## src/rtl/fcfs_pkg.sv

```systemverilog
package fcfs_pkg;
  localparam int FCFS_PORTS = 4;
  localparam int FCFS_SYNC_DEPTH = 2;

  // keep only the lowest set bit of a vector (up to 32 wide)
  function automatic logic [31:0] lowest_onehot(logic [31:0] v);
    return v & (~v + 32'd1);
  endfunction
endpackage

```

## src/rtl/fcfs_sync.sv

```systemverilog
module fcfs_sync #(
  parameter int WIDTH  = 4,
  parameter int STAGES = 2
) (
  input  logic             clk,
  input  logic             rst_n,
  input  logic [WIDTH-1:0] async_in,
  output logic [WIDTH-1:0] sync_out
);
  logic [WIDTH-1:0] stage_q [STAGES];

  always_ff @(posedge clk) begin
    if (!rst_n) stage_q[0] <= '0;
    else        stage_q[0] <= async_in;
  end

  for (genvar s = 1; s < STAGES; s++) begin : g_chain
    always_ff @(posedge clk) begin
      if (!rst_n) stage_q[s] <= '0;
      else        stage_q[s] <= stage_q[s-1];
    end
  end

  assign sync_out = stage_q[STAGES-1];
endmodule

```

## src/rtl/fcfs_order.sv

```systemverilog
module fcfs_order #(
  parameter int N = 4
) (
  input  logic         clk,
  input  logic         rst_n,
  input  logic [N-1:0] want,
  output logic [N-1:0] arrive,
  output logic [N-1:0] queued,
  output logic [N-1:0] oldest
);
  import fcfs_pkg::*;

  logic [N-1:0] want_d;
  // before_q[a][b] = 1 : requester a arrived ahead of requester b
  logic [N-1:0] before_q [N];
  logic [N-1:0] blocked;
  logic [31:0]  pick;

  assign arrive = want & ~want_d;
  assign queued = want & want_d;

  always_ff @(posedge clk) begin
    if (!rst_n) begin
      want_d <= '0;
      for (int a = 0; a < N; a++) before_q[a] <= '0;
    end else begin
      want_d <= want;
      for (int a = 0; a < N; a++) begin
        for (int b = 0; b < N; b++) begin
          if (a != b) begin
            if (arrive[b])
              before_q[a][b] <= queued[a] | (arrive[a] && (a < b));
            else if (arrive[a])
              before_q[a][b] <= 1'b0;
          end
        end
      end
    end
  end

  always_comb begin
    for (int b = 0; b < N; b++) begin
      blocked[b] = 1'b0;
      for (int a = 0; a < N; a++)
        if (a != b && queued[a] && before_q[a][b]) blocked[b] = 1'b1;
    end
  end

  assign pick   = lowest_onehot(32'(queued & ~blocked));
  assign oldest = pick[N-1:0];
endmodule

```

## src/rtl/fcfs_grant.sv

```systemverilog
module fcfs_grant #(
  parameter int N = 4
) (
  input  logic         clk,
  input  logic         rst_n,
  input  logic         en_n,
  input  logic [N-1:0] want,
  input  logic [N-1:0] oldest,
  output logic [N-1:0] gnt_q,
  output logic [N-1:0] grant_n
);
  logic [N-1:0] gnt_next;
  logic         owner_keeps;

  assign owner_keeps = (gnt_q & want) != '0;

  always_comb begin
    if (gnt_q != '0) gnt_next = owner_keeps ? gnt_q : '0;
    else             gnt_next = oldest;
  end

  always_ff @(posedge clk) begin
    if (!rst_n) begin
      gnt_q   <= '0;
      grant_n <= '1;
    end else begin
      gnt_q   <= gnt_next;
      grant_n <= ~(gnt_next & {N{~en_n}});
    end
  end
endmodule

```

## src/rtl/fcfs_arbiter.sv

```systemverilog
module fcfs_arbiter
  import fcfs_pkg::*;
#(
  parameter int N_REQ      = FCFS_PORTS,
  parameter int SYNC_DEPTH = FCFS_SYNC_DEPTH
) (
  input  logic             clk,
  input  logic             rst_n,
  input  logic [N_REQ-1:0] req_n,
  input  logic             en_n,
  input  logic [N_REQ-1:0] and_in,
  output logic [N_REQ-1:0] grant_n,
  output logic             and_out
);
  logic [N_REQ-1:0] want;
  logic [N_REQ-1:0] arrive;
  logic [N_REQ-1:0] queued;
  logic [N_REQ-1:0] oldest;
  logic [N_REQ-1:0] gnt_q;

  fcfs_sync #(.WIDTH(N_REQ), .STAGES(SYNC_DEPTH)) u_sync (
    .clk      (clk),
    .rst_n    (rst_n),
    .async_in (~req_n),
    .sync_out (want)
  );

  fcfs_order #(.N(N_REQ)) u_order (
    .clk    (clk),
    .rst_n  (rst_n),
    .want   (want),
    .arrive (arrive),
    .queued (queued),
    .oldest (oldest)
  );

  fcfs_grant #(.N(N_REQ)) u_grant (
    .clk     (clk),
    .rst_n   (rst_n),
    .en_n    (en_n),
    .want    (want),
    .oldest  (oldest),
    .gnt_q   (gnt_q),
    .grant_n (grant_n)
  );

  assign and_out = &and_in;
endmodule

```

## config.mk

```make
export PLATFORM = sky130hd
export DESIGN_NAME = fcfs_arbiter
export DESIGN_NICKNAME = d
export VERILOG_FILES = /design/src/rtl/fcfs_pkg.sv /design/src/rtl/fcfs_sync.sv /design/src/rtl/fcfs_order.sv /design/src/rtl/fcfs_grant.sv /design/src/rtl/fcfs_arbiter.sv
export SDC_FILE = /design/constraint.sdc
export NUM_CORES = 1
export LEC_CHECK = 0
export CORE_MARGIN = 1.5
export CORE_UTILIZATION = 30
export DETAILED_ROUTE_END_ITERATION = 8
export DONT_BUFFER_PORTS = 1
export PLACE_DENSITY = 0.44
export SYNTH_ARGS = -nofsm -noshare
export SYNTH_HDL_FRONTEND = slang
export SYNTH_SLANG_ARGS = --single-unit
```

## constraint.sdc

```tcl
create_clock -name clk -period 1.95 [get_ports clk]
set_clock_uncertainty 0.15 [all_clocks]
set_input_delay 0.585 -clock clk [delete_from_list [all_inputs] [get_ports clk]]
set_output_delay 0.585 -clock clk [all_outputs]
set_load 0.005 [all_outputs]
```

==> results of run 1 <==
## critical path: stages, from the launching register on
cell     delay, ns
dfxtp_1       0.34
nor4_2        0.37
o41ai_2       0.18
o41ai_2       0.42
and2_1        0.17
## synth_stat cells, types with 2 or more instances
cell type / number / share of area
nand2_1: 17 / 0.049
o41ai_2: 3 / 0.037
nand3_1: 13 / 0.049
nand2b_1: 2 / 0.0095
and3_1: 4 / 0.019
nor3_1: 6 / 0.023
a22o_2: 2 / 0.015
dfxtp_1: 20 / 0.30
and2_1: 9 / 0.043
nor2_1: 6 / 0.017
o21ai_0: 3 / 0.011
nor2b_1: 5 / 0.024
clkbuf_1: 4 / 0.011
inv_1: 4 / 0.011
edfxtp_1: 12 / 0.27
## cells by family after synthesis
| group | synth area share |
|---|---|
| DFF | 0.5785 |
| AOI/OAI and AO/OA | 0.08849 |
| buffers and inverters | 0.02663 |
| and+or+nand+nor | 0.3064 |
## through the flow
| stage | utilization | setup WS (ns) | cell area [um^2] | power [mW] |
|---|---|---|---|---|
| floorplan | - | 0.3942 | 1315 | 0.7794 |
| global placement | 0.3335 | 0.2723 | 1373 | 0.7909 |
| detailed placement | 0.3335 | 0.2634 | 1373 | 0.7914 |
| CTS | 0.3618 | 0.2618 | 1489 | 1.447 |
| global route | 0.3618 | 0.1476 | 1489 | 1.483 |
| finish | 0.3618 | 0.2572 | 1489 | 1.429 |
## final cells by class
cell class                      instances  area (um^2)  area share
Tap cell                               50        62.56     0.04202
Sequential cell                        32        760.7      0.5109
Clock buffer                            6        82.58     0.05546
Inverter                                4        15.01     0.01008
Clock inverter                          2        33.78     0.02269
Multi-Input combinational cell         85        519.2      0.3487
Timing Repair Buffer                    2        15.01     0.01008
## power breakdown
| group | switching, mW | internal [mW] | leakage (nW) |
|---|---|---|---|
| sequential | 0.0162 | 0.719 | 0.289 |
| combinational | 0.0226 | 0.0180 | 0.254 |
| clock | 0.242 | 0.411 | 0.0588 |
| total | 0.281 | 1.15 | 0.602 |
## path summary, 6_finish.rpt
| path | from | endpoint | slack [ns] |
|---|---|---|---|
| max reg2reg | u_grant.gnt_q[0]$_SDFF_PN0_ | u_grant.gnt_q[1]$_SDFF_PN0_ | 0.26 |
| max | u_grant.gnt_q[0]$_SDFF_PN0_ | u_grant.gnt_q[1]$_SDFF_PN0_ | 0.26 |
| min reg2reg | u_sync.stage_q[0][0]$_SDFF_PN0_ | u_sync.stage_q[1][0]$_SDFF_PN0_ | 0.29 |
| min | req_n[2] | u_sync.stage_q[0][2]$_SDFF_PN0_ | 0.22 |
## per-layer routing
layer,up-vias,share of wire,track usage
li1,454,-,-
met1,432,0.49,0.1492
met2,21,0.47,0.1816
met3,2,0.042,0.04797
met4,0,0.0058,0.03922
met5,-,0,0
## flip-flops by register name (all words and copies together) (netlist names)
name	cells
u_order.before_q	12
u_sync.stage_q	8
u_grant.gnt_q	4
u_order.want_d	4
u_grant.grant_n	4
==> results.sh, run 1 <==
export IMPL_grt_use_total=0.1175
export IMPL_setup_violations_final=0
export IMPL_hold_class="in2reg"
export IMPL_place_inst=173
export IMPL_synth_seq_cells=32
export IMPL_wirelength_um=2603
export IMPL_die_area_um2=4789
export IMPL_fin_cells=181
export IMPL_wire_per_inst_um=14.38
export IMPL_synth_warnings=0
export IMPL_start_util=0.3195
export IMPL_critPathCaptureType="register"
export IMPL_layout_nets=141
export IMPL_critPathKind="reg2reg"
export IMPL_slew_headroom=0.7096
export IMPL_synth_fp_nets=137
export IMPL_path_clk_slew_ns=0.06
export IMPL_dp_hpwl_um=1857
export IMPL_cts_sinks=32
export IMPL_rows=23
export IMPL_ir_drop_mv=0.4516
export IMPL_max_freq_ghz=0.5907
export IMPL_die_y_um=69.21
export IMPL_layout_common_cells="20 x dfxtp_1, 17 x nand2_1, 13 x nand3_1"
export IMPL_vias=909
export IMPL_final_common_cell="dfxtp_1"
export IMPL_ctsHoldBuffers=0
export IMPL_ys_types=31
export IMPL_fill_cells=426
export IMPL_grt_overflow=0
export IMPL_antenna_found_initial=0
export IMPL_die_w_um=69.21
export IMPL_grt_pass1_vias=848
export IMPL_avgSynthCellArea_um2=10.44
export IMPL_post_cts_buffers=0
export IMPL_cp_arrival_ns=1.77
export IMPL_ios=16
export IMPL_worst_r2r_path_depth=4
export IMPL_synth_edf_count=12
export IMPL_rsz0062_at_grt="false"
export IMPL_cts_resized=0
export IMPL_netlist_area_um2=1315
export IMPL_slew_violations=0
export IMPL_area_growth_syn_to_layout_pct=13.23
export IMPL_cp_max_fo=3
export IMPL_clockBufferDepth=2
export IMPL_core_um2=4115
export IMPL_worst_pin_slew_ns=0.4309
export IMPL_synth_top_flop_cell="dfxtp_1"
export IMPL_ant_nets=0
export IMPL_drt_iter0_markers=45
export IMPL_grt_start_max_net_pins=25
export IMPL_drc=0
export IMPL_grt_pass1_wl_um=4312
export IMPL_holdWs_ns=0.2159
export IMPL_power_density_nw_per_um2=959.5
export IMPL_start_kind="register"
export IMPL_ys_seq_area_frac=0.5785
export IMPL_vias_per_cell=5.022
export IMPL_hold_depth=1
export IMPL_synthCells=126
export IMPL_cp_data_required_time_ns=2.03
export IMPL_gp_congestion=0.8183
export IMPL_io_buffers=0
export IMPL_timing_final_crit_period_ns=1.693
export IMPL_fin_crit_sh=0.8681
export IMPL_final_hold_violation_count=0
export IMPL_fin_tns_setup_ns=0
export IMPL_clk_latency_ns=0.28
export IMPL_n_antenna_cell=0
export IMPL_synthArstFlopShare=0
export IMPL_cts_max_level=2
export IMPL_cts_root_buf="clkbuf_8"
export IMPL_outcome="finished clean"
export IMPL_cts_made_buffers=5
export IMPL_cts_tree="done"
export IMPL_drive_above_1_share=0.1527
export IMPL_power_leakage_nw=0.6018
export IMPL_drt_first_pass_iters=4
export IMPL_drv_cap=0
Note: power is estimated with default switching activity, not from simulation.
==> inputs of run 2 (changes only) <==
- SYNTH_HIERARCHICAL: not set -> 1
==> results.sh, run 2 <==
export IMPL_worst_pin_slew_ns=0.3825
export IMPL_hold_class="reg2reg"
export IMPL_hold_depth=1
export IMPL_drv_cap=0
export IMPL_final_util=0.3388
export IMPL_power_leakage_nw=0.5701
export IMPL_cp_max_fo=1
export IMPL_fill_cells=445
export IMPL_timing_rr_start="u_sync/stage_q[1][0]$_SDFF_PN0_"
export IMPL_die_area_um2=4907
export IMPL_grt_overflow=0
export IMPL_largestRegisters="u_order/before_q x12, u_sync/stage_q x8"
export IMPL_largest_register="u_order/before_q"
export IMPL_cts_max_level=2
export IMPL_final_common_cell="nand3_1"
export IMPL_gp_congestion=0.7449
export IMPL_crit_buf_inv=0
export IMPL_cts_root_buf="clkbuf_8"
export IMPL_final_hold_violation_count=0
export IMPL_largest_reg_flops=12
export IMPL_timing_final_crit_period_ns=1.509
export IMPL_grt_pass1_vias=840
export IMPL_ir_drop_mv=0.3485
export IMPL_post_cts_buffers=0
export IMPL_worst_hold_path_endpoint="u_sync/stage_q[1][2]$_SDFF_PN0_"
export IMPL_drt_iter0_markers=32
export IMPL_ctsHoldBuffers=0
export IMPL_slowest_delay_ns=0.19
export IMPL_clk_latency_ns=0.28
export IMPL_start_util=0.3098
export IMPL_vias_per_cell=5.056
export IMPL_fin_crit_sh=0.7737
export IMPL_die_w_um=70.05
export IMPL_antenna_found_initial=0
export IMPL_n_antenna_cell=0
export IMPL_wirelength_um=2522
export IMPL_rsz0062_at_grt="false"
export IMPL_synth_warnings=6
export IMPL_cts_tree="done"
export IMPL_hold_path_startpoint="u_sync/stage_q[0][2]$_SDFF_PN0_"
export IMPL_cp_top_family="simple AND/OR/NAND/NOR gates"
export IMPL_drc=0
export IMPL_cts_made_buffers=5
export IMPL_wire_per_inst_um=14.01
export IMPL_vias=910
export IMPL_worst_r2r_path_depth=4
export IMPL_cp_arrival_ns=0.77
export IMPL_layout_common_cells="24 x nand3_1, 20 x dfxtp_1, 12 x and2_1, 12 x edfxtp_1, 10 x nor2_1"
export IMPL_area_growth_syn_to_layout_pct=9.369
export IMPL_fin_tns_setup_ns=0
export IMPL_avgSynthCellArea_um2=10.70
export IMPL_clockBufferDepth=2
export IMPL_grt_start_max_net_pins=34
export IMPL_setup_violations_final=0
export IMPL_outcome="finished clean"
export IMPL_core_um2=4354
export IMPL_ant_nets=0
export IMPL_path_clk_slew_ns=0.07
export IMPL_cp_cell_sequence="and4_1"
export IMPL_grt_pass1_wl_um=4160
export IMPL_power_density_nw_per_um2=880.4
export IMPL_slew_headroom=0.7450
export IMPL_cts_resized=0
export IMPL_crit_slowest_cell="and4_1"
export IMPL_die_y_um=70.05
export IMPL_layout_nets=138
export IMPL_rows=24
export IMPL_synth_fp_nets=137
export IMPL_dp_hpwl_um=1730
export IMPL_cp_data_required_time_ns=1.21
export IMPL_drive_above_1_share=0.1875
export IMPL_cts_sinks=32
export IMPL_io_buffers=0
export IMPL_critPathKind="in2out"
export IMPL_grt_use_total=0.1129
export IMPL_slew_violations=0
export IMPL_drt_first_pass_iters=4
export IMPL_start_kind="primary input"
export IMPL_netlist_area_um2=1349
export IMPL_max_freq_ghz=0.6628
export IMPL_critPathCaptureType="output port"
export IMPL_reg2reg_slack_ns=0.46
export IMPL_synthCells=126
export IMPL_timing_rr_end="u_grant/gnt_q[1]$_SDFF_PN0_"
export IMPL_ios=16
==> run 2: cell types whose count changed in the layout (fill, tap and decap cells not counted), moves of 4 or more <==
| cell | delta |
|---|---|
| a32oi_1 | +4 |
| nor3_1 | -6 |
| and2_2 | +4 |
| a32o_2 | +4 |
| nand3_1 | +11 |
| nor2b_1 | -4 |
| nand2_1 | -13 |
| nor2_1 | +4 |
==> run 2: cell type report <==
type / count / area, um^2 / share of cell area
clock buffer: 8 / 90.09 / 0.06107
inverter: 7 / 26.28 / 0.01781
multi-input combinational: 81 / 533.0 / 0.3613
sequential: 32 / 760.7 / 0.5157
tap: 52 / 65.06 / 0.04411
==> run 2: power breakdown <==
| group | internal, mW | leakage [nW] | switching, mW |
|---|---|---|---|
| clock | 0.288 | 0.0455 | 0.234 |
| combinational | 0.0174 | 0.236 | 0.0249 |
| sequential | 0.719 | 0.289 | 0.0155 |
| total | 1.02 | 0.570 | 0.275 |
==> run 2: how the worst max path moves through the flow <==
stage	startpoint	end	slack (ns)	depth (start not counted)
2_1_floorplan	rst_n	u_order/before_q[0][0]$_SDFFCE_PP0P_	0.43	3
3_3_place_gp	and_in[2]	and_out	0.43	1
3_5_place_dp	and_in[2]	and_out	0.44	1
4_1_cts	u_sync/stage_q[1][0]$_SDFF_PN0_	u_grant/gnt_q[1]$_SDFF_PN0_	0.43	4
5_1_grt	u_sync/stage_q[1][0]$_SDFF_PN0_	u_grant/grant_n[3]$_SDFF_PN1_	0.36	4
6_report	and_in[2]	and_out	0.44	1
==> run 2: layer usage <==
layer | share of wire | routed length (um) | track usage | up-vias
met4 | 0.019 | 47 | 0.05769 | 0
met3 | 0.044 | 111 | 0.04906 | 7
met5 | 0 | 0 | 0 | -
li1 | - | - | - | 449
met2 | 0.46 | 1163 | 0.1619 | 20
met1 | 0.48 | 1200 | 0.1439 | 434
==> run 2: worst reg2reg max path: stages (launching register included) <==
cell and delay, ns:
dfxtp_1 0.49, nand3_1 0.13, and4_4 0.23, nor2b_2 0.16, a32o_2 0.22
==> run 2: through the flow <==
stage | hold WS, ns | total power [mW] | worst slack [ns] | cells | instance area, um^2
5_1_grt | 0.2637 | 1.349 | 0.3551 | 180 | 1475
3_3_place_gp | 0.2632 | 0.7905 | 0.4346 | 172 | 1385
6_report | 0.2726 | 1.299 | 0.4413 | 180 | 1475
2_1_floorplan | 0.2557 | 0.7854 | 0.4343 | 126 | 1349
4_1_cts | 0.2611 | 1.321 | 0.4278 | 180 | 1475
3_5_place_dp | 0.2701 | 0.7919 | 0.4371 | 172 | 1385
